File: src/rtl/bfc_pkg.sv
package bfc_pkg;
  parameter int TIME_W = 4;

  typedef struct packed {
    logic [TIME_W-1:0] setup;
    logic [TIME_W-1:0] pulse;
    logic [TIME_W-1:0] hold;
    logic [TIME_W-1:0] flt;
    logic              opt;
  } timing_t;

  typedef enum logic [2:0] {
    PH_IDLE, PH_WAIT, PH_SETUP, PH_PULSE, PH_HOLD
  } phase_e;

  typedef struct packed {
    logic   accept;
    logic   load;
    phase_e loadPhase;
    logic   pulseDone;
  } ctl_t;
endpackage

File: src/rtl/bfc_datapath.sv
module bfc_datapath
  import bfc_pkg::*;
#(
  parameter int N_CS = 4,
  localparam int CS_W = (N_CS > 1) ? $clog2(N_CS) : 1
) (
  input  logic              clk,
  input  logic              rstN,
  input  logic              cfgWe,
  input  logic [CS_W-1:0]   cfgSel,
  input  timing_t           cfgIn,
  input  logic [CS_W-1:0]   reqCs,
  input  logic              reqWrite,
  input  ctl_t              ctl,
  output logic [TIME_W-1:0] waitNeed,
  output logic [TIME_W-1:0] setupLen,
  output logic [TIME_W-1:0] holdLen,
  output logic              cntZero,
  output logic [CS_W-1:0]   accCs,
  output logic              accWrite,
  output logic              floatBusy
);
  timing_t           cfgArr [N_CS];
  timing_t           acc;
  timing_t           sel;
  timing_t           eff;
  logic [TIME_W-1:0] cnt;
  logic [TIME_W-1:0] floatLeft;
  logic              floatOpt;
  logic              lastRead;
  logic [TIME_W-1:0] remAfter;
  logic [TIME_W-1:0] fltWait;

  always_ff @(posedge clk or negedge rstN) begin
    if (!rstN) begin
      for (int i = 0; i < N_CS; i++) cfgArr[i] <= '0;
    end else if (cfgWe) begin
      cfgArr[cfgSel] <= cfgIn;
    end
  end

  always_comb begin
    sel      = cfgArr[reqCs];
    eff      = ctl.accept ? sel : acc;
    remAfter = (floatLeft > TIME_W'(1)) ? floatLeft - TIME_W'(1) : '0;
    if (floatOpt)
      fltWait = (remAfter > sel.setup) ? remAfter - sel.setup : '0;
    else
      fltWait = remAfter;
    waitNeed = (lastRead && reqWrite && fltWait == '0) ? TIME_W'(1) : fltWait;
    setupLen = eff.setup;
    holdLen  = eff.hold;
  end

  always_ff @(posedge clk or negedge rstN) begin
    if (!rstN) begin
      acc      <= '0;
      accCs    <= '0;
      accWrite <= 1'b0;
      lastRead <= 1'b0;
    end else if (ctl.accept) begin
      acc      <= sel;
      accCs    <= reqCs;
      accWrite <= reqWrite;
      lastRead <= !reqWrite;
    end
  end

  always_ff @(posedge clk or negedge rstN) begin
    if (!rstN) begin
      cnt <= '0;
    end else if (ctl.load) begin
      case (ctl.loadPhase)
        PH_WAIT:  cnt <= waitNeed - TIME_W'(1);
        PH_SETUP: cnt <= eff.setup - TIME_W'(1);
        PH_PULSE: cnt <= eff.pulse;
        PH_HOLD:  cnt <= eff.hold - TIME_W'(1);
        default:  cnt <= '0;
      endcase
    end else if (cnt != '0) begin
      cnt <= cnt - TIME_W'(1);
    end
  end

  assign cntZero = (cnt == '0);

  always_ff @(posedge clk or negedge rstN) begin
    if (!rstN) begin
      floatLeft <= '0;
      floatOpt  <= 1'b0;
    end else if (ctl.pulseDone && !accWrite) begin
      floatLeft <= acc.flt;
      floatOpt  <= acc.opt;
    end else if (floatLeft != '0) begin
      floatLeft <= floatLeft - TIME_W'(1);
    end
  end

  assign floatBusy = (floatLeft != '0);

  AST_PLAIN_CLEAR_IN_SETUP: assert property (@(posedge clk) disable iff (!rstN)
    ($past(ctl.loadPhase == PH_SETUP && ctl.load) && !floatOpt) |-> !floatBusy);
endmodule

File: src/rtl/bfc_control.sv
module bfc_control
  import bfc_pkg::*;
(
  input  logic              clk,
  input  logic              rstN,
  input  logic              reqValid,
  input  logic [TIME_W-1:0] waitNeed,
  input  logic [TIME_W-1:0] setupLen,
  input  logic [TIME_W-1:0] holdLen,
  input  logic              cntZero,
  output ctl_t              ctl,
  output phase_e            phase
);
  phase_e state;
  phase_e nextPh;

  always_comb begin
    ctl       = '0;
    nextPh    = state;
    case (state)
      PH_IDLE: if (reqValid) begin
        ctl.accept = 1'b1;
        if (waitNeed != '0)      nextPh = PH_WAIT;
        else if (setupLen != '0) nextPh = PH_SETUP;
        else                     nextPh = PH_PULSE;
      end
      PH_WAIT: if (cntZero) nextPh = (setupLen != '0) ? PH_SETUP : PH_PULSE;
      PH_SETUP: if (cntZero) nextPh = PH_PULSE;
      PH_PULSE: if (cntZero) begin
        ctl.pulseDone = 1'b1;
        nextPh = (holdLen != '0) ? PH_HOLD : PH_IDLE;
      end
      PH_HOLD: if (cntZero) nextPh = PH_IDLE;
      default: nextPh = PH_IDLE;
    endcase
    ctl.load      = (nextPh != state);
    ctl.loadPhase = nextPh;
  end

  always_ff @(posedge clk or negedge rstN) begin
    if (!rstN) state <= PH_IDLE;
    else       state <= nextPh;
  end

  assign phase = state;

  AST_ACCEPT_LEAVES_IDLE: assert property (@(posedge clk) disable iff (!rstN)
    (state == PH_IDLE && reqValid) |=> (state != PH_IDLE));
endmodule

File: src/rtl/bus_float_ctrl.sv
module bus_float_ctrl
  import bfc_pkg::*;
#(
  parameter int N_CS = 4,
  localparam int CS_W = (N_CS > 1) ? $clog2(N_CS) : 1
) (
  input  logic              clk,
  input  logic              rstN,
  input  logic              cfgWe,
  input  logic [CS_W-1:0]   cfgSel,
  input  logic [TIME_W-1:0] cfgSetup,
  input  logic [TIME_W-1:0] cfgPulse,
  input  logic [TIME_W-1:0] cfgHold,
  input  logic [TIME_W-1:0] cfgFloat,
  input  logic              cfgOpt,
  input  logic              reqValid,
  input  logic [CS_W-1:0]   reqCs,
  input  logic              reqWrite,
  output logic              reqReady,
  output logic              waitState,
  output logic              setupPhase,
  output logic              rdStrobe,
  output logic              wrStrobe,
  output logic              holdPhase,
  output logic [N_CS-1:0]   csActive,
  output logic              floatBusy
);
  timing_t           cfgIn;
  ctl_t              ctl;
  phase_e            phase;
  logic [TIME_W-1:0] waitNeed;
  logic [TIME_W-1:0] setupLen;
  logic [TIME_W-1:0] holdLen;
  logic              cntZero;
  logic [CS_W-1:0]   accCs;
  logic              accWrite;

  always_comb begin
    cfgIn.setup = cfgSetup;
    cfgIn.pulse = cfgPulse;
    cfgIn.hold  = cfgHold;
    cfgIn.flt   = cfgFloat;
    cfgIn.opt   = cfgOpt;
  end

  bfc_datapath #(.N_CS(N_CS)) u_dp (
    .clk(clk), .rstN(rstN), .cfgWe(cfgWe), .cfgSel(cfgSel), .cfgIn(cfgIn),
    .reqCs(reqCs), .reqWrite(reqWrite), .ctl(ctl), .waitNeed(waitNeed),
    .setupLen(setupLen), .holdLen(holdLen), .cntZero(cntZero),
    .accCs(accCs), .accWrite(accWrite), .floatBusy(floatBusy)
  );

  bfc_control u_ctl (
    .clk(clk), .rstN(rstN), .reqValid(reqValid), .waitNeed(waitNeed),
    .setupLen(setupLen), .holdLen(holdLen), .cntZero(cntZero),
    .ctl(ctl), .phase(phase)
  );

  always_comb begin
    reqReady   = (phase == PH_IDLE);
    waitState  = (phase == PH_WAIT);
    setupPhase = (phase == PH_SETUP);
    rdStrobe   = (phase == PH_PULSE) && !accWrite;
    wrStrobe   = (phase == PH_PULSE) && accWrite;
    holdPhase  = (phase == PH_HOLD);
    csActive   = '0;
    if (setupPhase || rdStrobe || wrStrobe || holdPhase) csActive[accCs] = 1'b1;
  end

  AST_STROBE_FLOAT_CLEAR: assert property (@(posedge clk) disable iff (!rstN)
    (rdStrobe || wrStrobe) |-> !floatBusy);
  AST_WRITE_NO_FLOAT: assert property (@(posedge clk) disable iff (!rstN)
    $fell(wrStrobe) |-> !floatBusy);
  AST_WAIT_AFTER_ACCEPT: assert property (@(posedge clk) disable iff (!rstN)
    $rose(waitState) |-> $past(reqValid && reqReady));
  AST_ONE_PHASE: assert property (@(posedge clk) disable iff (!rstN)
    $onehot0({waitState, setupPhase, rdStrobe, wrStrobe, holdPhase}));
  AST_CS_SINGLE: assert property (@(posedge clk) disable iff (!rstN)
    (setupPhase || rdStrobe || wrStrobe || holdPhase) |-> ($countones(csActive) == 1));
endmodule

File: config.mk
export PLATFORM = sky130hd
export DESIGN_NAME = bus_float_ctrl
export DESIGN_NICKNAME = d
export VERILOG_FILES = /design/src/rtl/bfc_pkg.sv /design/src/rtl/bfc_datapath.sv /design/src/rtl/bfc_control.sv /design/src/rtl/bus_float_ctrl.sv
export SDC_FILE = /design/constraint.sdc
export NUM_CORES = 1
export LEC_CHECK = 0
export BUFFER_PORTS_ARGS = -buffer_cell sky130_fd_sc_hd__clkbuf_2
export CORE_MARGIN = 8
export CORE_UTILIZATION = 50
export DETAILED_ROUTE_END_ITERATION = 16
export PLACE_DENSITY = 0.72
export SLEW_MARGIN = 30
export SYNTH_ARGS = -nofsm -noshare
export SYNTH_HDL_FRONTEND = slang
export SYNTH_HIERARCHICAL = 1
export SYNTH_SLANG_ARGS = --single-unit
File: constraint.sdc
create_clock -name clk -period 7.6 [get_ports clk]
set_clock_uncertainty 0.05 [all_clocks]
set_input_delay 1.52 -clock clk [delete_from_list [all_inputs] [get_ports clk]]
set_output_delay 1.52 -clock clk [all_outputs]
set_load 0.005 [all_outputs]
==> metrics <==
outcome finished clean; Lkg Pwr 2.44 nW; R2R Path Start u_dp/floatLeft[0]$_DFFE_PN0P_; total track usage 0.148; Cell Count, Final, Fillers Out 568; Initial Utilization 0.507; antenna-violating nets left 0; min-delay worst type register to register; critical path endpoint u_dp/cnt[1]$_DFFE_PN0P_; Comb pwr share 0.461; final setup fails 0; met1 Usage GRT 0.198; vias 3,243; CTS tree yes; FF-to-FF path depth 24; Worst-path clk slew 0.10 ns; register area share after synthesis 0.489; Area Overhead vs Synth 9.78%; GRT overflow 0; Syn Area/Cell 13.1 um2; port bufs 36; placed instance count 551; Post-synth ARST share 1.00; GRT met3 Usage 0.0259; first-pass GRT wire length 16,900 um; Slew Limit Fails 0; CTS H-tree depth 3; Num CTS Buffers 9; achievable frequency 146 MHz; residual DRC count 0; area of the mapped netlist 5170 um2; Yosys cell types 66; Die Area 13,800 um2; worst reg2reg path endpoint u_dp/cnt[1]$_DFFE_PN0P_; NetSw 789 uW; Final #Nets about 460; Yosys reg bits ~100; Worst-Skew Late Latency 0.36 ns; CTS hold repair buffers 0; Worst Path Required approximately 7.8 ns; CP endpoint kind register; root buf cell clkbuf_8; Hold Slack 0.458 ns; DRT Pass-1 Iters 4; # resized after CTS 0; critical-path maximum fanout 12; Slew @ Worst Pin 0.833 ns; clock share of power 0.150; Crit. Startpoint reqCs[0]; sequential group share of total power 0.389; CTS Buffer Depth 2; final wirelength just under 10,000 um; met2 Track Usage GR 0.237; Primary FF master, synth dfrtp_1; number of setup buffers added after CTS 0; Post-synth EDFFs 0; via/cell ratio 5.71; vias in the first global route 3,379; site row count 37; pwr dens 364 nW/um2; Worst setup SP type input port; ANT cells 0; Post-Synthesis Cells 394; drt initial violations 196; gr busiest metal met2; initial antenna violation count 0; Syn Nets 429; Synth Warn # 6; fraction of layout instances using a drive strength above 1 0.435; Max VDD drop 0.147 mV; IO Count 37; Final Critical Period slightly below 7 ns; Die W 118 um; Core Area a little over 10,000 um2; internal power 1.28 mW; sw frac 0.382; WL/cell 17.5 um; CP arrival a little over 7 ns; r2r setup slk 1.43 ns; die span in y 118 um; gpl congestion slightly below 0.9; Final WS setup approximately 0.77 ns; Clock Sinks around 100; relative slew slack 0.445; dpl ws 0.424 ns; RSZ-0062 raised after global routing false; setup TNS 0 ns; largest net degree at the start of global routing a little under 70; crit path kind input port to register; fin crit share 0.899; hpwl dp 7210 um; Max Cap Violations 0; final hold viol count 0
[worst max-delay path: stages]
cell and delay [ns]:
clkbuf_2 0.37, mux4_2 0.59, ha_1 0.21, inv_1 0.06, ha_1 0.16, o21ai_0 0.11, a21oi_1 0.33, a21oi_1 0.14
o311ai_0 0.33, o21ai_0 0.19, nor4_4 0.36, a221oi_1 0.12, a311oi_1 0.54, nor2b_1 0.48, nand2b_1 0.17, or2b_2 0.31
o211ai_1 0.09, a21o_1 0.16, inv_1 0.07, ha_1 0.27, nor2_1 0.04, a311o_1 0.31, o21a_1 0.10
[synth_stat cells (4+ instances only)]
cell	number	share of area
ha_1	9	0.022
a21oi_1	13	0.013
buf_4	10	0.015
inv_1	17	0.012
nor3b_1	6	0.0087
dfrtp_1	101	0.49
mux2_2	88	0.19
o21ai_0	9	0.0087
clkbuf_1	6	0.0044
mux4_2	17	0.074
nand2b_1	5	0.0061
xnor2_1	4	0.0068
nand2_1	11	0.0080
nor3_1	6	0.0058
nor2_1	15	0.011
[metrics by stage]
stage	power (mW)	cell area (um2)	util
after floorplan	1.56	5170	-
final	2.07	5670	0.557
after global placement	1.72	5450	0.535
after detailed placement	1.76	5470	0.537
after CTS	2.08	5660	0.555
after global routing	2.22	5670	0.557
[area by class of cell]
| type | count | area [um2] |
|---|---|---|
| clock buffer | 9 | 124 |
| clock inverter | 7 | 58.8 |
| fill | 860 | 4510 |
| inverter | 17 | 63.8 |
| multi-input combinational | 253 | 2460 |
| sequential | 101 | 2530 |
| tap | 136 | 170 |
| timing repair buffer | 45 | 265 |
[placed cells by master, fill, tap and decap left out, drive strengths merged, types with 2 or more instances in the layout]
cell type  Yosys  final
dfrtp        101    101
mux2          89     89
clkbuf         7     44
inv           17     19
mux4          17     17
nor2          16     16
a21oi         13     13
o21ai         12     12
nand2         11     11
buf           16     10
ha             9      9
nor3           8      8
nor3b          6      6
nand2b         6      6
xnor2          4      4
clkinv         0      4
a21o           4      4
nor2b          3      3
a221oi         3      3
mux2i          3      3
o22a           3      3
nand3b         3      3
o21a           3      3
nand3          3      3
o211ai         3      3
or4            2      2
o31ai          2      2
a22oi          2      2
and2           2      2
a32oi          2      2
and4b          2      2
a211oi         2      2
nor4           2      2
or3            2      2
[worst min-delay path by stage]
stage | cells past startpoint | slack, ns | start | end
floorplan | 1 | 0.41 | u_dp/acc[4]$_DFFE_PN0P_ | u_dp/floatLeft[3]$_DFFE_PN0P_
CTS | 1 | 0.46 | u_dp/cfgArr[28]$_DFFE_PN0P_ | u_dp/cfgArr[28]$_DFFE_PN0P_
finish | 1 | 0.46 | u_dp/cfgArr[42]$_DFFE_PN0P_ | u_dp/cfgArr[42]$_DFFE_PN0P_
detailed placement | 1 | 0.44 | u_dp/cfgArr[5]$_DFFE_PN0P_ | u_dp/cfgArr[5]$_DFFE_PN0P_
global route | 1 | 0.47 | u_dp/cfgArr[7]$_DFFE_PN0P_ | u_dp/cfgArr[7]$_DFFE_PN0P_
global placement | 1 | 0.43 | u_dp/cfgArr[33]$_DFFE_PN0P_ | u_dp/cfgArr[33]$_DFFE_PN0P_
[power groups by stage]
stage / Combinational, mW / Sequential [mW] / Clock [mW]
finish: 0.953 / 0.804 / 0.310
global route: 1.05 / 0.828 / 0.341
CTS: 0.952 / 0.803 / 0.321
detailed placement: 0.948 / 0.814 / 0
global placement: 0.918 / 0.803 / 0
floorplan: 0.792 / 0.769 / 0
[registers in the layout, indices dropped and copies added (netlist names)]
signal,count
u_dp/accWrite,1
u_dp/lastRead,1
u_dp/cnt,4
u_dp/acc,17
u_dp/floatLeft,4
u_ctl/phase,3
u_dp/floatOpt,1
u_dp/cfgArr,68
u_dp/accCs,2
[routing by layer]
layer,share of wire,up-vias
met1,0.48,1657
li1,-,1519
met4,0.014,0
met5,0,-
met3,0.034,13
met2,0.48,54
[logic make-up (layout without fill, tap and decap cells)]
logic type / Yosys count / after routing / share of synthesized area
multiplexers: 109 / 109 / 0.275
flip-flops: 101 / 101 / 0.489
AND/OR/NAND/NOR: 72 / 72 / 0.0857
AO/OA/AOI/OAI: 59 / 59 / 0.0835
buffers and inverters: 40 / 78 / 0.0385
adder cells (fa/ha/maj): 9 / 9 / 0.0218
XOR/XNOR: 4 / 4 / 0.00678
Power figures use the tool's default switching activity.
